==> src/rtl/fpcmp_pkg.sv <==
package fpcmp_pkg;

    localparam int unsigned BUS_W   = 64;
    localparam int unsigned MAG_W   = BUS_W - 1;
    localparam int unsigned NUM_FMT = 3;

    typedef enum logic [1:0] {
        FMT_SINGLE = 2'b00,
        FMT_DOUBLE = 2'b01,
        FMT_RSVD   = 2'b10,
        FMT_HALF   = 2'b11
    } fp_fmt_e;

    typedef enum logic [1:0] {
        ORD_LT,
        ORD_EQ,
        ORD_GT,
        ORD_UN
    } fp_ord_e;

    // Decoded operand: sign plus raw magnitude (exponent:fraction)
    typedef struct packed {
        logic             sign;
        logic             zero;
        logic             nan;
        logic             snan;
        logic [MAG_W-1:0] mag;
    } fp_class_t;

    typedef struct packed {
        logic [3:0] nzcv;
        logic       invalid;
        logic       bad_fmt;
    } cmp_res_t;

    // Width and exponent width per generate slot (0 half, 1 single, 2 double)
    function automatic int unsigned slot_width(int unsigned s);
        return (s == 0) ? 16 : (s == 1) ? 32 : 64;
    endfunction

    function automatic int unsigned slot_exp_width(int unsigned s);
        return (s == 0) ? 5 : (s == 1) ? 8 : 11;
    endfunction

    function automatic logic [3:0] ord_to_nzcv(fp_ord_e o);
        case (o)
            ORD_LT:  return 4'b1000;
            ORD_EQ:  return 4'b0110;
            ORD_GT:  return 4'b0010;
            default: return 4'b0011;
        endcase
    endfunction

endpackage

==> src/rtl/fpcmp_unpack.sv <==
module fpcmp_unpack
    import fpcmp_pkg::*;
#(
    parameter int unsigned W  = 32,
    parameter int unsigned EW = 8
) (
    input  logic [W-1:0] raw,
    output fp_class_t    cls
);
    localparam int unsigned FW = W - 1 - EW;

    logic [EW-1:0] expo;
    logic [FW-1:0] frac;
    logic          exp_max;
    logic          frac_nz;

    assign expo    = raw[W-2 -: EW];
    assign frac    = raw[FW-1:0];
    assign exp_max = &expo;
    assign frac_nz = |frac;

    always_comb begin
        cls      = '0;
        cls.sign = raw[W-1];
        cls.mag  = MAG_W'(raw[W-2:0]);
        cls.zero = ~|raw[W-2:0];
        cls.nan  = exp_max & frac_nz;
        cls.snan = exp_max & frac_nz & ~frac[FW-1];
    end
endmodule

==> src/rtl/fpcmp_order.sv <==
module fpcmp_order
    import fpcmp_pkg::*;
(
    input  fp_class_t a,
    input  fp_class_t b,
    output fp_ord_e   ord
);
    logic mag_lt;
    logic mag_eq;

    assign mag_lt = a.mag < b.mag;
    assign mag_eq = a.mag == b.mag;

    always_comb begin
        if (a.nan || b.nan) begin
            ord = ORD_UN;
        end else if (a.zero && b.zero) begin
            ord = ORD_EQ;
        end else if (a.sign != b.sign) begin
            ord = a.sign ? ORD_LT : ORD_GT;
        end else if (mag_eq) begin
            ord = ORD_EQ;
        end else if (mag_lt ^ a.sign) begin
            ord = ORD_LT;
        end else begin
            ord = ORD_GT;
        end
    end
endmodule

==> src/rtl/fpcmp_flags_unit.sv <==
module fpcmp_flags_unit
    import fpcmp_pkg::*;
#(
    parameter bit HALF_EN = 1'b1
) (
    input  logic        clk,
    input  logic        rst,
    input  logic        in_valid,
    input  logic [1:0]  fmt_sel,
    input  logic        cmp_zero,
    input  logic        sig_all_nan,
    input  logic [63:0] op_a,
    input  logic [63:0] op_b,
    output logic        out_valid,
    output logic [3:0]  flags_nzcv,
    output logic        invalid_op,
    output logic        bad_fmt
);
    fp_fmt_e            fmt;
    logic [BUS_W-1:0]   eff_b;
    fp_class_t          cls_a [NUM_FMT];
    fp_class_t          cls_b [NUM_FMT];
    fp_class_t          sel_a;
    fp_class_t          sel_b;
    fp_ord_e            ord;
    cmp_res_t           res_d;
    cmp_res_t           res_q;
    logic               illegal;

    assign fmt   = fp_fmt_e'(fmt_sel);
    assign eff_b = cmp_zero ? '0 : op_b;

    for (genvar g = 0; g < NUM_FMT; g++) begin : g_fmt
        localparam int unsigned W  = slot_width(g);
        localparam int unsigned EW = slot_exp_width(g);

        fpcmp_unpack #(.W(W), .EW(EW)) u_unpack_a (
            .raw (op_a[W-1:0]),
            .cls (cls_a[g])
        );
        fpcmp_unpack #(.W(W), .EW(EW)) u_unpack_b (
            .raw (eff_b[W-1:0]),
            .cls (cls_b[g])
        );
    end

    always_comb begin
        case (fmt)
            FMT_HALF:   begin sel_a = cls_a[0]; sel_b = cls_b[0]; end
            FMT_DOUBLE: begin sel_a = cls_a[2]; sel_b = cls_b[2]; end
            default:    begin sel_a = cls_a[1]; sel_b = cls_b[1]; end
        endcase
    end

    fpcmp_order u_order (
        .a   (sel_a),
        .b   (sel_b),
        .ord (ord)
    );

    assign illegal = (fmt == FMT_RSVD) || ((fmt == FMT_HALF) && !HALF_EN);

    always_comb begin
        res_d = '0;
        if (illegal) begin
            res_d.bad_fmt = 1'b1;
        end else begin
            res_d.nzcv    = ord_to_nzcv(ord);
            res_d.invalid = sig_all_nan ? (sel_a.nan | sel_b.nan)
                                        : (sel_a.snan | sel_b.snan);
        end
    end

    always_ff @(posedge clk) begin
        if (rst) begin
            out_valid <= 1'b0;
            res_q     <= '0;
        end else begin
            out_valid <= in_valid;
            if (in_valid) begin
                res_q <= res_d;
            end
        end
    end

    assign flags_nzcv = res_q.nzcv;
    assign invalid_op = res_q.invalid;
    assign bad_fmt    = res_q.bad_fmt;
endmodule

==> config.mk <==
export PLATFORM = sky130hd
export DESIGN_NAME = fpcmp_flags_unit
export DESIGN_NICKNAME = d
export VERILOG_FILES = /design/src/rtl/fpcmp_pkg.sv /design/src/rtl/fpcmp_unpack.sv /design/src/rtl/fpcmp_order.sv /design/src/rtl/fpcmp_flags_unit.sv
export SDC_FILE = /design/constraint.sdc
export NUM_CORES = 1
export LEC_CHECK = 0
export BUFFER_PORTS_ARGS = -buffer_cell sky130_fd_sc_hd__buf_4
export CORE_ASPECT_RATIO = 0.8
export CORE_MARGIN = 2
export CORE_UTILIZATION = 52
export DETAILED_ROUTE_END_ITERATION = 12
export PLACE_DENSITY = 0.89
export SLEW_MARGIN = 30
export SYNTH_ARGS = -nofsm -noshare
export SYNTH_HDL_FRONTEND = slang
export SYNTH_SLANG_ARGS = --single-unit
==> constraint.sdc <==
create_clock -name clk -period 10.6 [get_ports clk]
set_clock_uncertainty 0.2 [all_clocks]
set_input_delay 1.06 -clock clk [delete_from_list [all_inputs] [get_ports clk]]
set_output_delay 1.06 -clock clk [all_outputs]
set_load 0.03 [all_outputs]
==> impl_summary.txt, run 1 <==
----------------------------------------------------
[Floorplan]
  Floorplan Core Area ... roughly 0.0055 mm2
  Die ar. ... ~0.0063 mm2
  Die extent in y ... about 71 um
  Initial Util ... 54.1%
  Rows ... 24
  Chip width ... ~88 um
  Number of primary I/O pins ... between 100 and 150

[Setup path]
  Cell type of the slowest stage on the worst timing path ... and2b_1
  Cells traversed along the worst timing path ... buf_4 > and2b_1 > and2_2 > nand2_1 > ha_1 > nand4_4 > nor4_4 > nand4_1 > or4_1 > o21ai_1 > nor3_1 > o2111ai_1 > a2bb2oi_2
  WP buf/inv ... 1
  Type of element capturing the critical path ... flop
  Category of the critical setup timing path ... in -> reg
  Required @ worst endpoint ... roughly 11000 ps
  Critical path fanouts, max ... 34
  Delay of the slowest cell on the worst path ... approximately 720 ps
  Critical path data arrival time ... between 4000 and 5000 ps
  Cell type group with the largest total delay on the critical path ... simple AND/OR/NAND/NOR gates
  CP startpoint kind ... input port

[Outcome]
  Outcome ... finished clean

[CTS]
  CTS tree ... yes
  Number of buffers created by CTS ... 3
  Clock Sinks ... 7
  Hold_buf cts ... 0
  CTS root buf ... clkbuf_8
  H-tree depth ... 1
  Number of gates resized after cts ... 0
  CTS Buffer Depth ... 2
  Setup bufs post-CTS ... 0
  Clock latency of the later-clocked register in the worst-skew pair ... approximately 230 ps
  Clock transition at the register clock pins on the worst setup and hold paths after CTS ... around 40 ps

[Synthesis]
  Post-Synthesis Net Count ... 638
  Number of distinct standard cells referenced by the synthesized netlist ... 54
  Warning count from the yosys run ... 0
  Netlist area before placement ... between 0.002 and 0.003 mm2
  Prevailing post-synth register cell ... dfxtp_1
  Cell count after synthesis ... 440
  Synth Register Bits ... 7
  Portion of the post-synthesis area used by sequential elements ... under 10%
  Async set-or-reset flop fraction in the synthesized netlist ... 0%
  Synthesized area per cell ... slightly below 7 um2
  EDFF count, synth ... 0

[Timing]
  Final period utilization ... a little under half
  Highest achievable clock rate ... slightly above 200 MHz
  Post-route worst hold slack ... roughly 250 ps
  Setup repair after global routing missed its margin ... no
  Hold Violations, Final ... 0
  Setup Viol. Count Final ... 0
  Worst max-slew margin expressed relative to the limit ... between 40% and 50%
  Number of max-slew violations in the final report ... 0
  Transition at the pin with the smallest max-transition slack ... between 700 and 800 ps
  Final worst-path setup slack ... 5690 ps
  Time the final worst path needs with I/O delays and setup ... between 4000 and 5000 ps
  Total negative slack for setup checks ... 0 ps

[Final layout]
  Multi-input gate area ... around 0.0027 mm2
  Synthesis-to-layout area growth ... 38.9%
  Ant diodes ... 0
  Filler Cells Inserted ... 443
  Commonest non-fill, non-tap cell in the layout ... buf_4
  Share of final-layout standard cells stronger than drive strength 1 ... 27.8%
  Most frequent cells in the layout ... 141 x buf_4, 104 x nand2_1, 63 x ha_1
  Register cell area after layout ... ~140 um2
  Fin nets ... approximately 770

[Job]
  Number of maximum-capacitance constraint violations ... 0

[Global route]
  First-pass GRT wire length ... around 17000 um
  Pin count of the biggest net entering global routing ... 35
  Number of antenna violations at the first check in global routing ... 0
  Via count of the first global-routing pass ... a little under 4000
  Global route total overflow ... 0
  Global-route usage over all layers ... about a third

[Placement]
  Placer's final routability congestion estimate ... a little under 1
  Setup slack after placement ... 5230 ps
  Total of buffers placed on input and output ports ... between 100 and 150
  Post-DP HPWL ... about 9000 um

[Power]
  Largest vdd supply drop ... 0.0000381 V
  Static leakage power ... between 1.5 and 2 nW
  PD cells ... between 50 and 60 mW/mm2

[Drt]
  Remaining DRCs ... 0
  Post-DR wirelength/cell ... approximately 16 um
  Number of DRC markers after the initial detailed-route iteration ... between 300 and 400
  Number of nets with antenna violations after routing ... 0
  Final Routed Wirelength ... just over 10000 um
  Number of iterations in the first detailed-routing pass ... 5
  Via-per-instance ratio ... approximately 6
  Number of vias in the routed layout ... about 3900

[Worst hold path]
  Worst hold-check path type ... reg -> reg

----------------------------------------------------
-- metal layers --
layer  wire [um]  vias up  track usage, %
li1            -     1902               -
met1        4340     1787            42.8
met2        4890      190            57.4
met3         872       22            3.92
met4         137        0            4.88
met5           0        -               0
-- metrics by stage --
stage | cell area (um2) | util [%] | instances | power, mW
after global placement | 4060 | 74.3 | 646 | 0.167
final | 4110 | 75.2 | 650 | 0.213
after detailed placement | 4060 | 74.3 | 646 | 0.173
after global routing | 4110 | 75.2 | 650 | 0.231
after CTS | 4110 | 75.2 | 650 | 0.211
after floorplan | 2960 | - | 440 | 0.104
-- cells in the mapped netlist, types with 3 or more instances --
| cell type | number | area share (%) |
|---|---|---|
| o21ai_1 | 3 | 0.51 |
| nor4_1 | 28 | 5.9 |
| nor2b_1 | 4 | 0.85 |
| mux2i_1 | 3 | 1.0 |
| and2_1 | 49 | 10 |
| nand4_1 | 25 | 5.3 |
| inv_1 | 6 | 0.76 |
| nand3_1 | 9 | 1.5 |
| a31oi_1 | 4 | 0.85 |
| nor2_1 | 16 | 2.0 |
| nand2_1 | 104 | 13 |
| nor4_2 | 5 | 2.1 |
| a21oi_1 | 33 | 5.6 |
| ha_1 | 63 | 27 |
| nor3_1 | 14 | 2.4 |
| clkbuf_1 | 9 | 1.1 |
| o21ai_0 | 15 | 2.5 |
| dfxtp_1 | 7 | 4.7 |
-- logic make-up (layout without fill, tap and decap cells) --
| kind of cell | Yosys count | in the layout | synth area share (%) |
|---|---|---|---|
| AOI/OAI and AO/OA | 72 | 72 | 14.8 |
| xor gates and xnor gates | 1 | 1 | 0.296 |
| adders and majority gates | 63 | 63 | 26.6 |
| buffers and inverters | 20 | 152 | 2.79 |
| DFF | 7 | 7 | 4.74 |
| muxes | 3 | 3 | 1.01 |
| and+or+nand+nor | 274 | 274 | 49.8 |
-- final timing paths --
| path | end | slack, ps | depth (start not counted) | from |
|---|---|---|---|---|
| min | flags_nzcv[0]$_SDFFE_PP0P_ | 250 | 2 | flags_nzcv[0]$_SDFFE_PP0P_ |
| max reg2reg | flags_nzcv[1]$_SDFFE_PP0P_ | 9540 | 3 | flags_nzcv[1]$_SDFFE_PP0P_ |
| max | flags_nzcv[1]$_SDFFE_PP0P_ | 5690 | 13 | fmt_sel[1] |
| min reg2reg | flags_nzcv[0]$_SDFFE_PP0P_ | 250 | 2 | flags_nzcv[0]$_SDFFE_PP0P_ |
-- worst register-to-register path: cells and delay by family, from the launching register on --
| kind | cells | cell delay [ps] |
|---|---|---|
| flip-flops | 1 | 310 |
| AO/OA/AOI/OAI | 2 | 340 |
| AND/OR/NAND/NOR | 1 | 110 |
-- sequential cells by signal, summed over array words and instances (netlist names) --
register / flops
flags_nzcv: 4
out_valid: 1
invalid_op: 1
bad_fmt: 1
-- cell type report --
cell class                 count  share of cell area (%)
multi-input combinational    413                    66.7
tap                           78                    2.38
sequential                     7                    3.41
inverter                       7                   0.639
clock buffer                   4                    1.10
timing repair buffer         141                    25.8
-- where the power goes --
part	switching (mW)	leakage [nW]	internal (mW)
sequential	0.000674	0.0573	0.0278
combinational	0.0746	1.74	0.0721
clock	0.0121	0.0228	0.0261
No activity file was read; power rests on OpenSTA's default activity.
==> run 2: changes to the inputs <==
Settings changed: CORE_UTILIZATION 52 to 44, PLACE_DENSITY 0.89 to 0.8.
Clock period 10.6 ns to 4.25 ns, I/O delays scaled along.
==> run 2 against run 1 <==
Non-clock buffer count grew 3. Via count shrank 1.3%. Register-to-register slack lost 6300 ps. Highest routed layer unchanged. Combinational power grew 150%. Worst setup slack lost 5000 ps. Flip-flop and latch count is the same. Cell area grew 0.61%. Final cell count grew 1.4%. Clock power grew to 2.5 times the previous value. Critical path depth grew 1. Sequential share of layout area is essentially flat. Critical path type unchanged.
==> impl_summary.txt, run 2 (synthesized netlist as in run 1, its figures left out) <==
----------------------------------------------------
[CTS]
  Number of gates resized after cts ... 0 (unchanged)
  Setup bufs post-CTS ... 0 (unchanged)
  Clock latency of the later-clocked register in the worst-skew pair ... 230 ps (about the same)
  Clock Sinks ... 7 (unchanged)
  Hold_buf cts ... 0 (unchanged)
  Number of buffers created by CTS ... 3 (unchanged)
  CTS Buffer Depth ... 2 (unchanged)
  CTS root buf ... clkbuf_8 (unchanged)
  CTS tree ... yes (unchanged)
  Clock transition at the register clock pins on the worst setup and hold paths after CTS ... 40 ps (about the same)
  H-tree depth ... 1 (unchanged)

[Global route]
  Via count of the first global-routing pass ... 3717 (was 3861)
  Global-route usage over all layers ... 26.8% (was 32.4%)
  Number of antenna violations at the first check in global routing ... 0 (unchanged)
  Pin count of the biggest net entering global routing ... 34 (was 35)
  First-pass GRT wire length ... 16500 um (was 16700 um)
  Global route total overflow ... 0 (unchanged)

[Power]
  Largest vdd supply drop ... 0.0000787 V (was 0.0000381 V)
  Static leakage power ... 1.83 nW (was 1.82 nW)
  NetSw ... 216 uW (was 87.4 uW)
  Share of power burned in registers ... 13.4% (was 13.3%)
  Internal Pwr Total ... 315 uW (was 126 uW)
  Clock network fraction of design power ... 18.2% (was 17.9%)
  Share of total power consumed by net switching ... 40.7% (was 40.9%)
  Portion of total power attributed to combinational logic ... 68.4% (was 68.8%)
  Power Total ... 531 uW (was 213 uW)
  PD cells ... 128 mW/mm2 (was 51.9 mW/mm2)

[Timing]
  Worst max-slew margin expressed relative to the limit ... 53.5% (was 47.1%)
  Highest achievable clock rate ... between 200 and 300 MHz
  Setup Viol. Count Final ... 0 (unchanged)
  Final period utilization ... 83.3%
  Time the final worst path needs with I/O delays and setup ... approximately 3500 ps
  Transition at the pin with the smallest max-transition slack ... 692 ps (was 794 ps)
  Number of max-slew violations in the final report ... 0 (unchanged)
  Setup repair after global routing missed its margin ... no (unchanged)
  Post-route worst hold slack ... 165 ps (was 253 ps)
  Hold Violations, Final ... 0 (unchanged)
  Total negative slack for setup checks ... 0 ps (unchanged)

[Final layout]
  Max reg flops ... 4 (unchanged)
  Share of final-layout standard cells stronger than drive strength 1 ... 27.8% (about the same)
  Synthesis-to-layout area growth ... 39.7% (was 38.9%)
  Most frequent cells in the layout ... 144 x buf_4, 104 x nand2_1, 63 x ha_1 (was 141 x buf_4, 104 x nand2_1, 63 x ha_1)
  Commonest non-fill, non-tap cell in the layout ... buf_4 (unchanged)
  Fin nets ... 774 (was 771)
  Ant diodes ... 0 (unchanged)

[Setup path]
  Critical path fanouts, max ... 32 (was 34)
  CP startpoint kind ... input port (unchanged)
  Type of element capturing the critical path ... flop (unchanged)
  Category of the critical setup timing path ... in -> reg (unchanged)
  Critical path data arrival time ... 3480 ps (was 4880 ps)
  Required @ worst endpoint ... 4190 ps (was 10560 ps)

[Floorplan]
  Number of primary I/O pins ... 142 (unchanged)
  Chip width ... 95.7 um (was 88.3 um)
  Floorplan Core Area ... 0.00644 mm2 (was 0.00547 mm2)
  Rows ... 26 (was 24)
  Die extent in y ... 77.4 um (was 71.5 um)
  Initial Util ... 45.9% (was 54.1%)
  Die ar. ... 0.00740 mm2 (was 0.00631 mm2)

[Drt]
  Number of vias in the routed layout ... 3851 (was 3901)
  Final Routed Wirelength ... 9970 um (was 10200 um)
  Via-per-instance ratio ... 5.84 (was 6.00)
  Number of iterations in the first detailed-routing pass ... 7 (was 5)
  Post-DR wirelength/cell ... 15.1 um (was 15.7 um)
  Remaining DRCs ... 0 (unchanged)
  Number of nets with antenna violations after routing ... 0 (unchanged)
  Number of DRC markers after the initial detailed-route iteration ... 238 (was 309)

[Placement]
  Post-DP HPWL ... 8830 um (was 8860 um)
  Total of buffers placed on input and output ports ... 141 (unchanged)
  Placer's final routability congestion estimate ... 0.915 (was 0.965)

[Worst hold path]
  Worst hold-check path type ... in -> reg (was reg -> reg)

[Outcome]
  Outcome ... finished clean (unchanged)

[Job]
  Number of maximum-capacitance constraint violations ... 0 (unchanged)

----------------------------------------------------
run 2: changes by cell type in the layout (fill, tap and decap cells not counted), sizes merged:
cell,before,now
buf,141,144
run 2: power by group through the flow:
stage	Combinational (mW)	Clock (mW)	Sequential, mW
after floorplan	0.181	0	0.0786
final	0.363	0.0965	0.0713
after global routing	0.403	0.103	0.0716
after detailed placement	0.359	0	0.0724
after global placement	0.349	0	0.0723
after CTS	0.360	0.0970	0.0713
run 2: final cells by class:
class	count	area, um2
fillers	596	2310
clock buffers	4	45.0
multi-input cells	413	2740
repair buffers	144	1080
inverters	7	26.3
flip-flops and latches	7	140
well taps	84	105
run 2: critical path, stage by stage:
cell and delay (ps):
buf_4 140, clkinv_1 390, and2_1 300, buf_4 230
nand2_1 120, ha_1 250, a21oi_1 120, o21ai_0 110
a221oi_1 330, nor2_1 80, nor4_1 270, o21ai_0 210
a22o_1 250, o31ai_1 250
run 2: routing by layer:
layer  wire length, um  track usage (%)
met1              4480             37.2
met2              4670             45.5
met3               768             3.20
met5                 0                0
met4                51             3.00
run 2: worst paths after layout:
path                               from                          to  slack (ps)  cells after the start
max                            cmp_zero  flags_nzcv[3]$_SDFFE_PP0P_         710                     14
min                                 rst        bad_fmt$_SDFFE_PP0P_         170                      2
max reg2reg  flags_nzcv[1]$_SDFFE_PP0P_  flags_nzcv[1]$_SDFFE_PP0P_        3210                      3
min reg2reg  flags_nzcv[2]$_SDFFE_PP0P_  flags_nzcv[2]$_SDFFE_PP0P_         260                      2
run 2: per-stage QoR:
stage	utilization, %	std cells	setup slack (ps)	cell area, um2
3_5_place_dp	63.5	655	488	4090
4_1_cts	64.2	659	722	4130
5_1_grt	64.2	659	373	4130
2_1_floorplan	-	440	721	2960
6_report	64.2	659	709	4130
3_3_place_gp	63.5	655	633	4090
==> run 3: changes to the inputs <==
Settings changed: ABC_AREA set to 1, CORE_UTILIZATION 44 to 47.
Clock period 4.25 ns to 2.9 ns, I/O delays scaled along.
==> run 3 against run 2 <==
Global-route usage is 2.9 points higher. Non-clock buffer count is 15 higher. Clock power is 39% higher. Worst setup slack worse by 390 ps.
==> impl_summary.txt, run 3 <==
----------------------------------------------------
[Placement]
  Post-DP HPWL ... 11300 um (was 8830 um)
  Total of buffers placed on input and output ports ... 141 (unchanged)
  Placer's final routability congestion estimate ... 0.976 (was 0.915)
  Placed insts ... 964 (was 655)

[Setup path]
  Critical path data arrival time ... 2530 ps (was 3480 ps)
  Type of element capturing the critical path ... flop (unchanged)
  Critical path fanouts, max ... 31 (was 32)
  Category of the critical setup timing path ... in -> reg (unchanged)
  Cell type of the slowest stage on the worst timing path ... ha_1 (was clkinv_1)
  Cells traversed along the worst timing path ... buf_4 > inv_1 > nor2_2 > inv_1 > buf_12 > nor2_1 > ha_1 > nand4_1 > nor3_1 > nand3_1 > nor2_1 > nand2_1 > nand2_1 > nand2_1 > nand2_1 > nand2_1 > nand2_1 > nand2_1 > a21oi_1 (was buf_4 > clkinv_1 > and2_1 > buf_4 > nand2_1 > ha_1 > a21oi_1 > o21ai_0 > a221oi_1 > nor2_1 > nor4_1 > o21ai_0 > a22o_1 > o31ai_1)
  Delay of the slowest cell on the worst path ... 320 ps (was 390 ps)
  Required @ worst endpoint ... 2850 ps (was 4190 ps)
  CP startpoint kind ... input port (unchanged)
  Most used cell, CP ... nand2_1

[Timing]
  Setup Viol. Count Final ... 0 (unchanged)
  Total negative slack for setup checks ... 0 ps (unchanged)
  Time the final worst path needs with I/O delays and setup ... ~2600 ps
  Transition at the pin with the smallest max-transition slack ... 443 ps (was 692 ps)
  Number of max-slew violations in the final report ... 0 (unchanged)
  Final period utilization ... between 80% and 90%
  Setup repair after global routing missed its margin ... no (unchanged)
  Worst max-slew margin expressed relative to the limit ... 70.2% (was 53.5%)
  Hold Violations, Final ... 0 (unchanged)
  Highest achievable clock rate ... ~390 MHz

[Worst hold path]
  Worst hold-check path type ... in -> reg (unchanged)

[Synthesis]
  Post-Synth Simple-Gate Area ... 53.5% (was 49.8%)
  Synthesized area per cell ... 5.26 um2 (was 6.73 um2)
  Area share of xor/xnor cells in the synthesized design ... 0% (was 0.296%)
  Cell count after synthesis ... 717 (was 440)
  Leading cell types by count after synthesis ... 189 x nand2_1, 137 x nor2_1, 94 x inv_1, 72 x nand3_1, 63 x ha_1 (was 104 x nand2_1, 63 x ha_1, 49 x and2_1, 33 x a21oi_1, 28 x nor4_1)
  Synth Register Bits ... 7 (unchanged)
  Async set-or-reset flop fraction in the synthesized netlist ... 0% (unchanged)
  Warning count from the yosys run ... 0 (unchanged)
  Portion of the post-synthesis area used by sequential elements ... 3.72% (was 4.74%)
  Post-Synthesis Net Count ... 915 (was 638)
  Multiplexer share of the synthesized area ... 0% (was 1.01%)
  Prevailing post-synth register cell ... dfxtp_1 (unchanged)
  Share of the synthesized area in compound gates (AO/OA/AOI/OAI) ... 9.23% (was 14.8%)
  Cells taking the most area after synthesis ... ha_1 21%, nand2_1 19%, nor2_1 14% (was ha_1 27%, nand2_1 13%, and2_1 10%)
  Netlist area before placement ... 0.00377 mm2 (was 0.00296 mm2)
  Post-synthesis adder-cell area fraction ... 20.9% (was 26.6%)
  Number of distinct standard cells referenced by the synthesized netlist ... 36 (was 54)
  Largest area contributor in the synthesized netlist ... ha_1 (unchanged)
  Main combinational cell family by area after synthesis ... simple AND/OR/NAND/NOR gates (unchanged)
  Share of the synthesized area in the top cell type ... 20.9% (was 26.6%)
  EDFF count, synth ... 0 (unchanged)
  Leading cell type by number of instances after synthesis ... nand2_1 (unchanged)

[Job]
  Number of maximum-capacitance constraint violations ... 0 (unchanged)

[Power]
  Power Total ... 960 uW (was 531 uW)
  PD cells ... 189 mW/mm2 (was 128 mW/mm2)
  Largest vdd supply drop ... 0.000190 V (was 0.0000787 V)
  Static leakage power ... 2.77 nW (was 1.83 nW)

[Floorplan]
  Number of primary I/O pins ... 142 (unchanged)
  Chip width ... 104 um (was 95.7 um)
  Die extent in y ... 84.1 um (was 77.4 um)
  Floorplan Core Area ... 0.00787 mm2 (was 0.00644 mm2)
  Die ar. ... 0.00876 mm2 (was 0.00740 mm2)
  Rows ... 29 (was 26)
  Initial Util ... 47.9% (was 45.9%)

[Drt]
  Number of nets with antenna violations after routing ... 0 (unchanged)
  Number of iterations in the first detailed-routing pass ... 5 (was 7)
  Post-DR wirelength/cell ... 13.4 um (was 15.1 um)
  Number of vias in the routed layout ... 5130 (was 3851)
  Via-per-instance ratio ... 5.30 (was 5.84)
  Final Routed Wirelength ... 13000 um (was 9970 um)
  Remaining DRCs ... 0 (unchanged)
  Number of DRC markers after the initial detailed-route iteration ... 402 (was 238)

[Final layout]
  Fin nets ... 1059 (was 774)
  Multi-input gate area ... 0.00316 mm2 (was 0.00274 mm2)
  Non-filler instance count after layout ... 968 (was 659)
  Share of final-layout standard cells stronger than drive strength 1 ... 21.3% (was 27.8%)
  Most frequent cells in the layout ... 188 x nand2_1, 156 x buf_4, 136 x nor2_1 (was 144 x buf_4, 104 x nand2_1, 63 x ha_1)
  Filler Cells Inserted ... 768 (was 596)
  Ant diodes ... 0 (unchanged)
  Synthesis-to-layout area growth ... 34.8% (was 39.7%)
  Register cell area after layout ... 140 um2 (unchanged)
  Final design utilization ... 64.6% (was 64.2%)
  Commonest non-fill, non-tap cell in the layout ... nand2_1 (was buf_4)
  Max reg flops ... 4 (unchanged)

[CTS]
  Hold_buf cts ... 0 (unchanged)
  Clock transition at the register clock pins on the worst setup and hold paths after CTS ... 40 ps (about the same)
  Number of buffers created by CTS ... 3 (unchanged)
  CTS Buffer Depth ... 2 (unchanged)
  CTS root buf ... clkbuf_8 (unchanged)
  Setup bufs post-CTS ... 0 (unchanged)
  Clock latency of the later-clocked register in the worst-skew pair ... 220 ps (was 230 ps)
  CTS tree ... yes (unchanged)
  H-tree depth ... 1 (unchanged)
  Clock Sinks ... 7 (unchanged)

[Global route]
  Global route total overflow ... 0 (unchanged)
  First-pass GRT wire length ... 22000 um (was 16500 um)
  Global-route usage over all layers ... 29.7% (was 26.8%)
  Via count of the first global-routing pass ... 4763 (was 3717)
  Number of antenna violations at the first check in global routing ... 0 (unchanged)
  Pin count of the biggest net entering global routing ... 38 (was 34)

[Outcome]
  Outcome ... finished clean (unchanged)

----------------------------------------------------
==> run 3: cell types whose count changed after synthesis, sizes merged, moves of 4 or more <==
cell | before | now
nand4 | 26 | 32
nor4 | 34 | 8
nor3 | 15 | 10
o21ai | 18 | 28
a31oi | 4 | 0
nand2 | 104 | 194
nand3 | 10 | 75
buf | 3 | 8
nor2 | 16 | 141
inv | 6 | 96
and2 | 49 | 1
nor2b | 4 | 0
==> run 3: repair_timing <==
item,CTS,global route
endpoints found under the setup margin,0,1
resized for setup,0,3
hold endpoints to repair,0,0
==> run 3: stage by stage <==
step | area (um2) | hold slack (ps) | setup slack [ps]
final | 5080 | 72.2 | 322
after global routing | 5080 | 79.9 | 43.8
after CTS | 5070 | 70.2 | 279
after detailed placement | 5030 | 261 | 46.5
after global placement | 5030 | 257 | 72.0
after floorplan | 3770 | 152 | 217
==> run 3: worst max-delay path: cells and delay by family <==
family	cells	cell delay [ps]
AO/OA/AOI/OAI	1	130
adder cells (fa/ha/maj)	1	320
AND/OR/NAND/NOR	13	1260
buffers and inverters	4	530
==> run 3: cells by family after synthesis <==
| kind of cell | count (synthesis) |
|---|---|
| buf+inv | 117 |
| fa+ha+maj | 63 |
| simple gates | 465 |
| flops | 7 |
| compound gates | 65 |
==> run 3: routing by layer <==
layer / share of wire [%] / wire length, um / global-route usage (%) / up-vias
met3: 7.7 / 1010 / 3.43 / 16
met1: 50 / 6450 / 44.7 / 2258
met2: 41 / 5360 / 46.4 / 219
met5: 0 / 0 / 0 / -
li1: - / - / - / 2637
met4: 1.2 / 159 / 3.81 / 0
==> run 3: area by class of cell <==
cell class              instances  area share (%)
multi-input cells             593            62.2
well taps                     108            2.66
repair buffers                159            24.2
inverters                      97            7.29
clock buffers                   4           0.886
flip-flops and latches          7            2.76
==> run 3: final timing paths <==
kind,start,end,slack [ps],depth (start not counted)
min reg2reg,flags_nzcv[0]$_SDFFE_PP0P_,flags_nzcv[0]$_SDFFE_PP0P_,260,2
min,rst,flags_nzcv[3]$_SDFFE_PP0P_,70,2
max,fmt_sel[0],flags_nzcv[1]$_SDFFE_PP0P_,320,19
max reg2reg,flags_nzcv[2]$_SDFFE_PP0P_,flags_nzcv[2]$_SDFFE_PP0P_,2050,4
==> run 3: power breakdown <==
group | switching (mW) | internal, mW
clock | 0.0387 | 0.0948
sequential | 0.00231 | 0.102
combinational | 0.400 | 0.323
